`config.mk`:
```
export PLATFORM = sky130hd
export DESIGN_NAME = copy_engine
export DESIGN_NICKNAME = d
export VERILOG_FILES = /design/src/rtl/copy_engine_pkg.sv /design/src/rtl/cpy_decode.sv /design/src/rtl/cpy_addr.sv /design/src/rtl/cpy_seq.sv /design/src/rtl/copy_engine.sv
export SDC_FILE = /design/constraint.sdc
export NUM_CORES = 1
export LEC_CHECK = 0
export BUFFER_PORTS_ARGS = -buffer_cell sky130_fd_sc_hd__buf_2
export CAP_MARGIN = 10
export CORE_MARGIN = 2
export CORE_UTILIZATION = 54
export CTS_BUF_LIST = sky130_fd_sc_hd__clkbuf_16
export DETAILED_ROUTE_END_ITERATION = 7
export PLACE_DENSITY_LB_ADDON = 0.08
export SYNTH_ARGS = -nofsm -noshare
export SYNTH_HDL_FRONTEND = slang
export SYNTH_SLANG_ARGS = --single-unit
```
`constraint.sdc`:
```
create_clock -name clk -period 3.71 [get_ports clk]
set_clock_uncertainty 0.05 [all_clocks]
set_input_delay 0.5565 -clock clk [delete_from_list [all_inputs] [get_ports clk]]
set_output_delay 0.5565 -clock clk [all_outputs]
set_load 0.05 [all_outputs]
```
`src/rtl/copy_engine_pkg.sv`:
```
package copy_engine_pkg;
    localparam int OPW  = 6;
    localparam int IDXW = 5;
    localparam int IMMW = 11;
    localparam logic [3:0] OP_FAMILY = 4'b1100;

    typedef struct packed {
        logic [IDXW-1:0] src_idx;
        logic [IDXW-1:0] len_idx;
        logic [IDXW-1:0] dst_idx;
        logic [IMMW-1:0] imm;
        logic            legal;
        logic            src_off;
        logic            dst_off;
    } instr_fields_t;

    typedef enum logic [1:0] {
        SQ_IDLE  = 2'd0,
        SQ_READ  = 2'd1,
        SQ_WRITE = 2'd2
    } seq_state_e;
endpackage

```
`src/rtl/cpy_decode.sv`:
```
module cpy_decode
    import copy_engine_pkg::*;
(
    input  logic [31:0]   instr,
    output instr_fields_t fields
);
    always_comb begin
        fields.legal   = (instr[31:28] == OP_FAMILY);
        fields.src_off = instr[27];
        fields.dst_off = instr[26];
        fields.src_idx = instr[25:21];
        fields.len_idx = instr[20:16];
        fields.dst_idx = instr[15:11];
        fields.imm     = instr[IMMW-1:0];
    end
endmodule

```
`src/rtl/cpy_addr.sv`:
```
module cpy_addr
    import copy_engine_pkg::*;
#(
    parameter int AW = 32
) (
    input  logic [AW-1:0]   src_base,
    input  logic [AW-1:0]   dst_base,
    input  logic [IMMW-1:0] imm,
    input  logic            src_off,
    input  logic            dst_off,
    output logic [AW-1:0]   src_start,
    output logic [AW-1:0]   dst_start
);
    localparam int PADW = AW - IMMW;

    logic [AW-1:0] imm_ext;

    generate
        if (PADW > 0) begin : g_pad
            assign imm_ext = {{PADW{1'b0}}, imm};
        end else begin : g_trunc
            assign imm_ext = imm[AW-1:0];
        end
    endgenerate

    always_comb begin
        src_start = src_base + (src_off ? imm_ext : '0);
        dst_start = dst_base + (dst_off ? imm_ext : '0);
    end
endmodule

```
`src/rtl/cpy_seq.sv`:
```
module cpy_seq
    import copy_engine_pkg::*;
#(
    parameter int AW = 32,
    parameter int DW = 8
) (
    input  logic          clk,
    input  logic          rst_n,
    input  logic          start,
    input  logic          legal,
    input  logic [AW-1:0] src_start,
    input  logic [AW-1:0] dst_start,
    input  logic [AW-1:0] len,
    output logic          busy,
    output logic          done,
    output logic          illegal,
    output logic          rd_req,
    output logic [AW-1:0] rd_addr,
    input  logic          rd_ready,
    input  logic [DW-1:0] rd_data,
    output logic          wr_req,
    output logic [AW-1:0] wr_addr,
    output logic [DW-1:0] wr_data,
    input  logic          wr_ready
);
    typedef struct packed {
        seq_state_e    st;
        logic [AW-1:0] src;
        logic [AW-1:0] dst;
        logic [AW-1:0] cnt;
        logic [DW-1:0] data;
        logic          done;
        logic          bad;
    } seq_t;

    seq_t q, d;

    always_comb begin
        d      = q;
        d.done = 1'b0;
        d.bad  = 1'b0;
        case (q.st)
            SQ_IDLE: begin
                if (start) begin
                    if (!legal) begin
                        d.bad = 1'b1;
                    end else if (len == '0) begin
                        d.done = 1'b1;
                    end else begin
                        d.st  = SQ_READ;
                        d.src = src_start;
                        d.dst = dst_start;
                        d.cnt = len;
                    end
                end
            end
            SQ_READ: begin
                if (rd_ready) begin
                    d.data = rd_data;
                    d.st   = SQ_WRITE;
                end
            end
            SQ_WRITE: begin
                if (wr_ready) begin
                    d.src = q.src + AW'(1);
                    d.dst = q.dst + AW'(1);
                    d.cnt = q.cnt - AW'(1);
                    if (q.cnt == AW'(1)) begin
                        d.st   = SQ_IDLE;
                        d.done = 1'b1;
                    end else begin
                        d.st = SQ_READ;
                    end
                end
            end
            default: d.st = SQ_IDLE;
        endcase
    end

    always_ff @(posedge clk) begin
        if (!rst_n) begin
            q <= '{st: SQ_IDLE, default: '0};
        end else begin
            q <= d;
        end
    end

    assign busy    = (q.st != SQ_IDLE);
    assign done    = q.done;
    assign illegal = q.bad;
    assign rd_req  = (q.st == SQ_READ);
    assign rd_addr = q.src;
    assign wr_req  = (q.st == SQ_WRITE);
    assign wr_addr = q.dst;
    assign wr_data = q.data;
endmodule

```
`src/rtl/copy_engine.sv`:
```
module copy_engine
    import copy_engine_pkg::*;
#(
    parameter int AW = 32
) (
    input  logic          clk,
    input  logic          rst_n,
    input  logic          start,
    input  logic [31:0]   instr,
    output logic [4:0]    rf_src_idx,
    output logic [4:0]    rf_len_idx,
    output logic [4:0]    rf_dst_idx,
    input  logic [AW-1:0] rf_src_val,
    input  logic [AW-1:0] rf_len_val,
    input  logic [AW-1:0] rf_dst_val,
    output logic          busy,
    output logic          done,
    output logic          illegal,
    output logic          mem_rd_req,
    output logic [AW-1:0] mem_rd_addr,
    input  logic          mem_rd_ready,
    input  logic [7:0]    mem_rd_data,
    output logic          mem_wr_req,
    output logic [AW-1:0] mem_wr_addr,
    output logic [7:0]    mem_wr_data,
    input  logic          mem_wr_ready
);
    instr_fields_t f;
    logic [AW-1:0] src_start, dst_start;

    cpy_decode u_dec (
        .instr  (instr),
        .fields (f)
    );

    assign rf_src_idx = f.src_idx;
    assign rf_len_idx = f.len_idx;
    assign rf_dst_idx = f.dst_idx;

    cpy_addr #(.AW(AW)) u_addr (
        .src_base  (rf_src_val),
        .dst_base  (rf_dst_val),
        .imm       (f.imm),
        .src_off   (f.src_off),
        .dst_off   (f.dst_off),
        .src_start (src_start),
        .dst_start (dst_start)
    );

    cpy_seq #(.AW(AW), .DW(8)) u_seq (
        .clk       (clk),
        .rst_n     (rst_n),
        .start     (start),
        .legal     (f.legal),
        .src_start (src_start),
        .dst_start (dst_start),
        .len       (rf_len_val),
        .busy      (busy),
        .done      (done),
        .illegal   (illegal),
        .rd_req    (mem_rd_req),
        .rd_addr   (mem_rd_addr),
        .rd_ready  (mem_rd_ready),
        .rd_data   (mem_rd_data),
        .wr_req    (mem_wr_req),
        .wr_addr   (mem_wr_addr),
        .wr_data   (mem_wr_data),
        .wr_ready  (mem_wr_ready)
    );
endmodule

```
==> flow_summary_export.csv, run 1 <==
group,metric,value,unit
synth,synth_top_area_share,24.9,%
setup_path,regToRegStartpoint,"u_seq.q[18]",
synth,synth-edff-count,0,
floorplan,rows,46,
floorplan,core,15800,um2
synth,synth_top_area_cell,"dfxtp_1",
worst_hold_path,hold_path_depth,3,
cts,hold_buffers,0,
global_route,use_met2,47.5,%
route,drc,0,
floorplan,die_y,131,um
route,dr_total_vias,9254,
sta,fin_ws,0.602,ns
synth,netlist_instances,1211,
setup_path,rr_worst_depth,7,
route,firstDrtPassIters,5,
finish,drive_gt1_share,19.9,%
cts,clk-insertion-delay-late,0.37,ns
power_and_ir_drop,irDropWorstVdd,0.000223,V
synth,syn_avg_cell_area,7.17,um2
floorplan,fp.dieW,131,um
global_route,antenna_found_initial,1,
global_route,track_usage,29.9,%
sta,rsz0062_at_grt,"no",
worst_hold_path,holdPathEnd,"u_seq.illegal",
synth,ys_seq_area_share,24.9,%
sta,min_period,3.11,ns
placement,post-place-ws,0.327,ns
outcome,outcome,"finished, final reports clean",
global_route,grt_max_degree,65,
sta,max_freq,322,MHz
setup_path,path_max_fanout,47,
setup_path,worstPathRequired,3.10,ns
worst_hold_path,min-delay-start,"start",
synth,ys_warn_count,0,
cts,clock-root-buffer,"clkbuf_16",
route,first_iter_violations,698,
synth,synth.top_cells.by_area,"dfxtp_1, buf_4, a21oi_1, o21ai_0, nand3_1",
cts,tritoncts,"yes",
placement,routabilityCongestion,0.905,
sta,drv_slew,0,
synth,syn_nets,1380,
floorplan,ios,233,
setup_path,r2r_end,"u_seq.q[40]",
setup_path,reg2reg_slack,0.67,ns
setup_path,critPathKind,"flop to output pin",
sta,hold_violations,0,
synth,ys.flop_type,"dfxtp_1",
global_route,busiest_layer,"met2",
placement,io_buffers,202,
global_route,grtUsageMet3,5.05,%
cts,clock-sinks,108,
floorplan,initial_utilization,55.0,%
global_route,grt_overflow,0,
sta,finalSetupTns,0,ns
cts,cts_resized,0,
synth,synth-seq-cells,108,
sta,finalCritPeriodShare,83.8,%
finish,nets,1452,
global_route,grt_util_met1,40.1,%
finish,fin_util,60.2,%
cts,cts_setup_buffers,0,
route,wl_per_cell,17.5,um
cts,htreeDepth,3,
synth,async_flop_share,0,%
cts,clockBufferDepth,2,
sta,tightestPinTransition,0.905,ns
setup_path,endpoint_kind,"output pin",
placement,dp_hpwl,18.7,mm
cts,path_clk_slew,0.07,ns
route,viasPerCell,6.15,
sta,setup_viol,0,
power_and_ir_drop,power,2.88,mW
sta,fin_hold_ws,0.390,ns
global_route,grt_pass1_wl,40.7,mm
global_route,grt_pass1_vias,8107,
synth,netlist-cell-type-count,71,
finish,synthToLayoutAreaGrowth,9.37,%
worst_hold_path,hold_class,"input pin to flop",
sta,slew_headroom,39.5,%
synth,syn_area,8680,um2
power_and_ir_drop,leakagePower,3.81,nW
route,drt-total-wl,26.3,mm
setup_path,startpoint_type,"flop",
power_and_ir_drop,power_density,303,nW/um2
route,ant_nets,0,
flow_run,cap_violations,0,
setup_path,arrival,2.50,ns
cts,cts_buffers,9,
floorplan,die-area,17100,um2
-- synth_stat cells (25+ instances only) --
cell and n:
a21oi_1 124, dfxtp_1 108, o21ai_0 105, nand2_1 98, buf_4 87, nand3_1 82, nor2_1 81, clkbuf_1 66
nor3_1 41, xor2_1 31, and2_1 30, and3_1 28, ha_1 26, a31oi_1 25, o22ai_1 25
-- flip-flops by register name, summed over array words and instances (netlist names) --
signal         flops
u_seq.done         1
u_seq.wr_data      8
u_seq.illegal      1
u_seq.wr_addr     32
u_seq.rd_addr     32
u_seq.q           34
-- stage by stage --
step | cell area (um2) | std cells
final | 9490 | 1505
after CTS | 9490 | 1504
after floorplan | 8680 | 1211
after global placement | 9200 | 1488
after global routing | 9490 | 1504
after detailed placement | 9200 | 1488
-- worst max-delay path: stages (launching register included) --
cell and delay, ns:
dfxtp_1 0.40, clkinv_1 0.24, nand2_2 0.09, inv_2 0.49, buf_4 0.54, buf_2 0.35
-- worst max path at each step --
stage,startpoint,end
finish,u_seq.q[106],mem_wr_req
global route,instr[27],u_seq.rd_addr[12]
CTS,u_seq.q[106],mem_wr_req
detailed placement,instr[27],u_seq.rd_addr[12]
floorplan,instr[27],u_seq.rd_addr[22]
global placement,instr[27],u_seq.rd_addr[12]
-- layer usage --
metal	part of all wire, %	wire, um
met4	2.8	738
met1	44	11500
met5	0	0
met2	45	11900
met3	8.4	2200
-- cell families after synthesis --
group                      count (synthesis)  share of synthesized area (%)
muxes                                      2                          0.231
DFF                                      108                           24.9
xor gates and xnor gates                  55                           5.55
and+or+nand+nor                          447                           26.3
buffers and inverters                    183                           11.8
adders and majority gates                 28                           4.21
AOI/OAI and AO/OA                        388                           27.1
-- placed cells by master (no fill, tap or decap), types with 25 or more instances in the layout --
master / count
a21oi_1: 124
xor2_1: 31
o22ai_1: 25
nor3_1: 41
buf_2: 202
ha_1: 26
and2_1: 30
o21ai_0: 105
nor2_1: 81
and3_1: 28
a31oi_1: 25
dfxtp_1: 108
nand3_1: 82
nand2_1: 97
-- layout make-up --
type,count,area [um2]
fill,1580,6280
multi-input combinational,920,5520
clock buffer,9,225
timing repair buffer,220,1160
tap,216,270
clock inverter,7,66.3
sequential,108,2160
antenna,1,2.50
inverter,24,90.1
-- power by group --
group	internal, mW	switching (mW)	total (mW)
Sequential	1.19	0.0369	1.22
Combinational	0.251	0.407	0.658
Clock	0.523	0.477	0.999
No activity file was read; power rests on OpenSTA's default activity.
==> run 2: changes to the inputs <==
CORE_UTILIZATION = 49   (was 54)
clock period = 2.6 ns   (was 3.71 ns; I/O delays follow)
==> flow_summary_export.csv, run 2 (synthesis gave the netlist of run 1 again) <==
group,metric,value,unit
power_and_ir_drop,irDropWorstVdd,0.000242,V
outcome,failed_checks,"negative setup slack",
power_and_ir_drop,p_int,2.90,mW
finish,fin_cells,1603,
global_route,grt_max_degree,59,
cts,path_clk_slew,0.07,ns
sta,hold_violations,0,
cts,hold_buffers,0,
cts,clock-root-buffer,"clkbuf_16",
cts,clockBufferDepth,2,
route,wl_per_cell,17.4,um
power_and_ir_drop,pwr-share-comb,25.6,%
route,drc,0,
setup_path,startpoint_type,"flop",
finish,synthToLayoutAreaGrowth,18.6,%
setup_path,arrival,2.90,ns
sta,finalCritPeriodShare,103,%
sta,min_period,2.67,ns
floorplan,rows,48,
floorplan,core,17300,um2
sta,finalSetupTns,-0.0653,ns
sta,max_freq,375,MHz
route,dr_total_vias,9626,
global_route,track_usage,28.9,%
sta,fin_ws,-0.0653,ns
route,drt-total-wl,27.9,mm
global_route,grt_pass1_vias,8774,
setup_path,critPathKind,"flop to flop",
setup_path,cp_cell_sequence,"or4_4 -> or4_4 -> or2_1 -> nand4b_4 -> or4_4 -> a211o_1 -> a21oi_1",
finish,final_cell_mix,"buf_2, a21oi_1, dfxtp_1, o21ai_0, buf_4",
finish,layout_commonest_cell,"buf_2",
power_and_ir_drop,switching_share,31.5,%
cts,htreeDepth,3,
power_and_ir_drop,leakagePower,4.30,nW
flow_run,cap_violations,0,
sta,drv_slew,0,
setup_path,slowest_stage,"or4_4",
sta,rsz0062_at_grt,"yes",
floorplan,ios,233,
setup_path,max_stage_delay,0.53,ns
finish,largest_reg_flops,34,
floorplan,fp.dieW,137,um
placement,routabilityCongestion,0.926,
floorplan,die_y,137,um
power_and_ir_drop,p_seq_share,41.1,%
placement,dp_hpwl,20.7,mm
placement,dpl.cell_count,1587,
global_route,grt_pass1_wl,43.5,mm
finish,nets,1542,
placement,io_buffers,202,
setup_path,endpoint_kind,"flop",
worst_hold_path,hold_class,"input pin to flop",
route,firstDrtPassIters,5,
sta,slew_headroom,42.9,%
cts,cts_setup_buffers,0,
power_and_ir_drop,clkPwrFrac,33.3,%
finish,drive_gt1_share,25.9,%
cts,clk-insertion-delay-late,0.36,ns
placement,post-place-ws,-0.296,ns
setup_path,path_delay_family,"simple AND/OR/NAND/NOR gates",
route,ant_nets,0,
route,viasPerCell,6.00,
cts,cts_buffers,9,
sta,setup_viol,1,
floorplan,die-area,18800,um2
setup_path,crit_buf_inv,0,
setup_path,path_max_fanout,4,
power_and_ir_drop,switching_power,1.33,mW
cts,tritoncts,"yes",
global_route,antenna_found_initial,2,
setup_path,worstPathRequired,2.83,ns
outcome,outcome,"finished with violations",
finish,regMostFlops,"u_seq.q",
route,first_iter_violations,600,
sta,tightestPinTransition,0.856,ns
floorplan,initial_utilization,50.2,%
setup_path,cpMostUsedCell,"or4_4",
power_and_ir_drop,power_density,411,nW/um2
global_route,grt_overflow,0,
sta,fin_hold_ws,0.235,ns
cts,clock-sinks,108,
-- run 2: cell types whose count changed in the layout (fill, tap and decap cells not counted), sizes merged --
| cell | before | now |
|---|---|---|
| buf | 220 | 310 |
| clkinv | 6 | 4 |
| inv | 24 | 25 |
-- run 2: worst paths after layout --
path                                  startpoint          endpoint  slack (ns)  depth (start not counted)
worst max-delay path                 u_seq.q[18]       u_seq.q[40]       -0.07                          7
worst max register to register       u_seq.q[18]       u_seq.q[40]       -0.07                          7
worst min register to register  u_seq.wr_data[2]  u_seq.wr_data[2]        0.40                          2
worst min-delay path                       start     u_seq.illegal        0.23                          3
-- run 2: worst reg2reg max path, stage by stage (launching register included) --
cell and delay [ns]:
dfxtp_2 0.33, or4_4 0.53, or4_4 0.44, or2_1 0.24, nand4b_4 0.19, or4_4 0.44
a211o_1 0.27, a21oi_1 0.11
-- run 2: timing repair --
action                                  in CTS  in global routing
pin swaps                                    0                  0
endpoints found under the setup margin       1                 16
resized for setup                            0                 10
-- run 2: cell type report --
cell class	instances	area, um2
Sequential cell	108	2160
Inverter	24	90.1
Clock buffer	9	225
Multi-Input combinational cell	920	5570
Timing Repair Buffer	310	1900
Fill cell	1728	7000
Tap cell	225	282
Antenna cell	1	2.50
Clock inverter	6	63.8
-- run 2: routing by layer --
| metal | global-route usage, % | vias up | share of wire [%] |
|---|---|---|---|
| met3 | 4.56 | 51 | 7.8 |
| met2 | 48.9 | 411 | 46 |
| met4 | 10.8 | 2 | 2.8 |
| li1 | - | 4716 | - |
| met5 | 0 | - | 0.039 |
| met1 | 36.9 | 4446 | 43 |
-- run 2: metrics by stage --
stage	instance area, um2	utilization [%]	power [mW]
after floorplan	8720	-	2.51
after global placement	9970	57.6	2.83
after detailed placement	9970	57.6	2.84
after CTS	10300	59.3	4.24
after global routing	10300	59.5	4.42
final	10300	59.5	4.23
-- run 2: power by group through the flow --
stage | logic [mW] | clock network (mW) | registers [mW]
global placement | 1.05 | 0 | 1.78
CTS | 1.07 | 1.44 | 1.74
detailed placement | 1.06 | 0 | 1.78
finish | 1.08 | 1.41 | 1.74
global route | 1.19 | 1.48 | 1.75
floorplan | 0.745 | 0 | 1.77
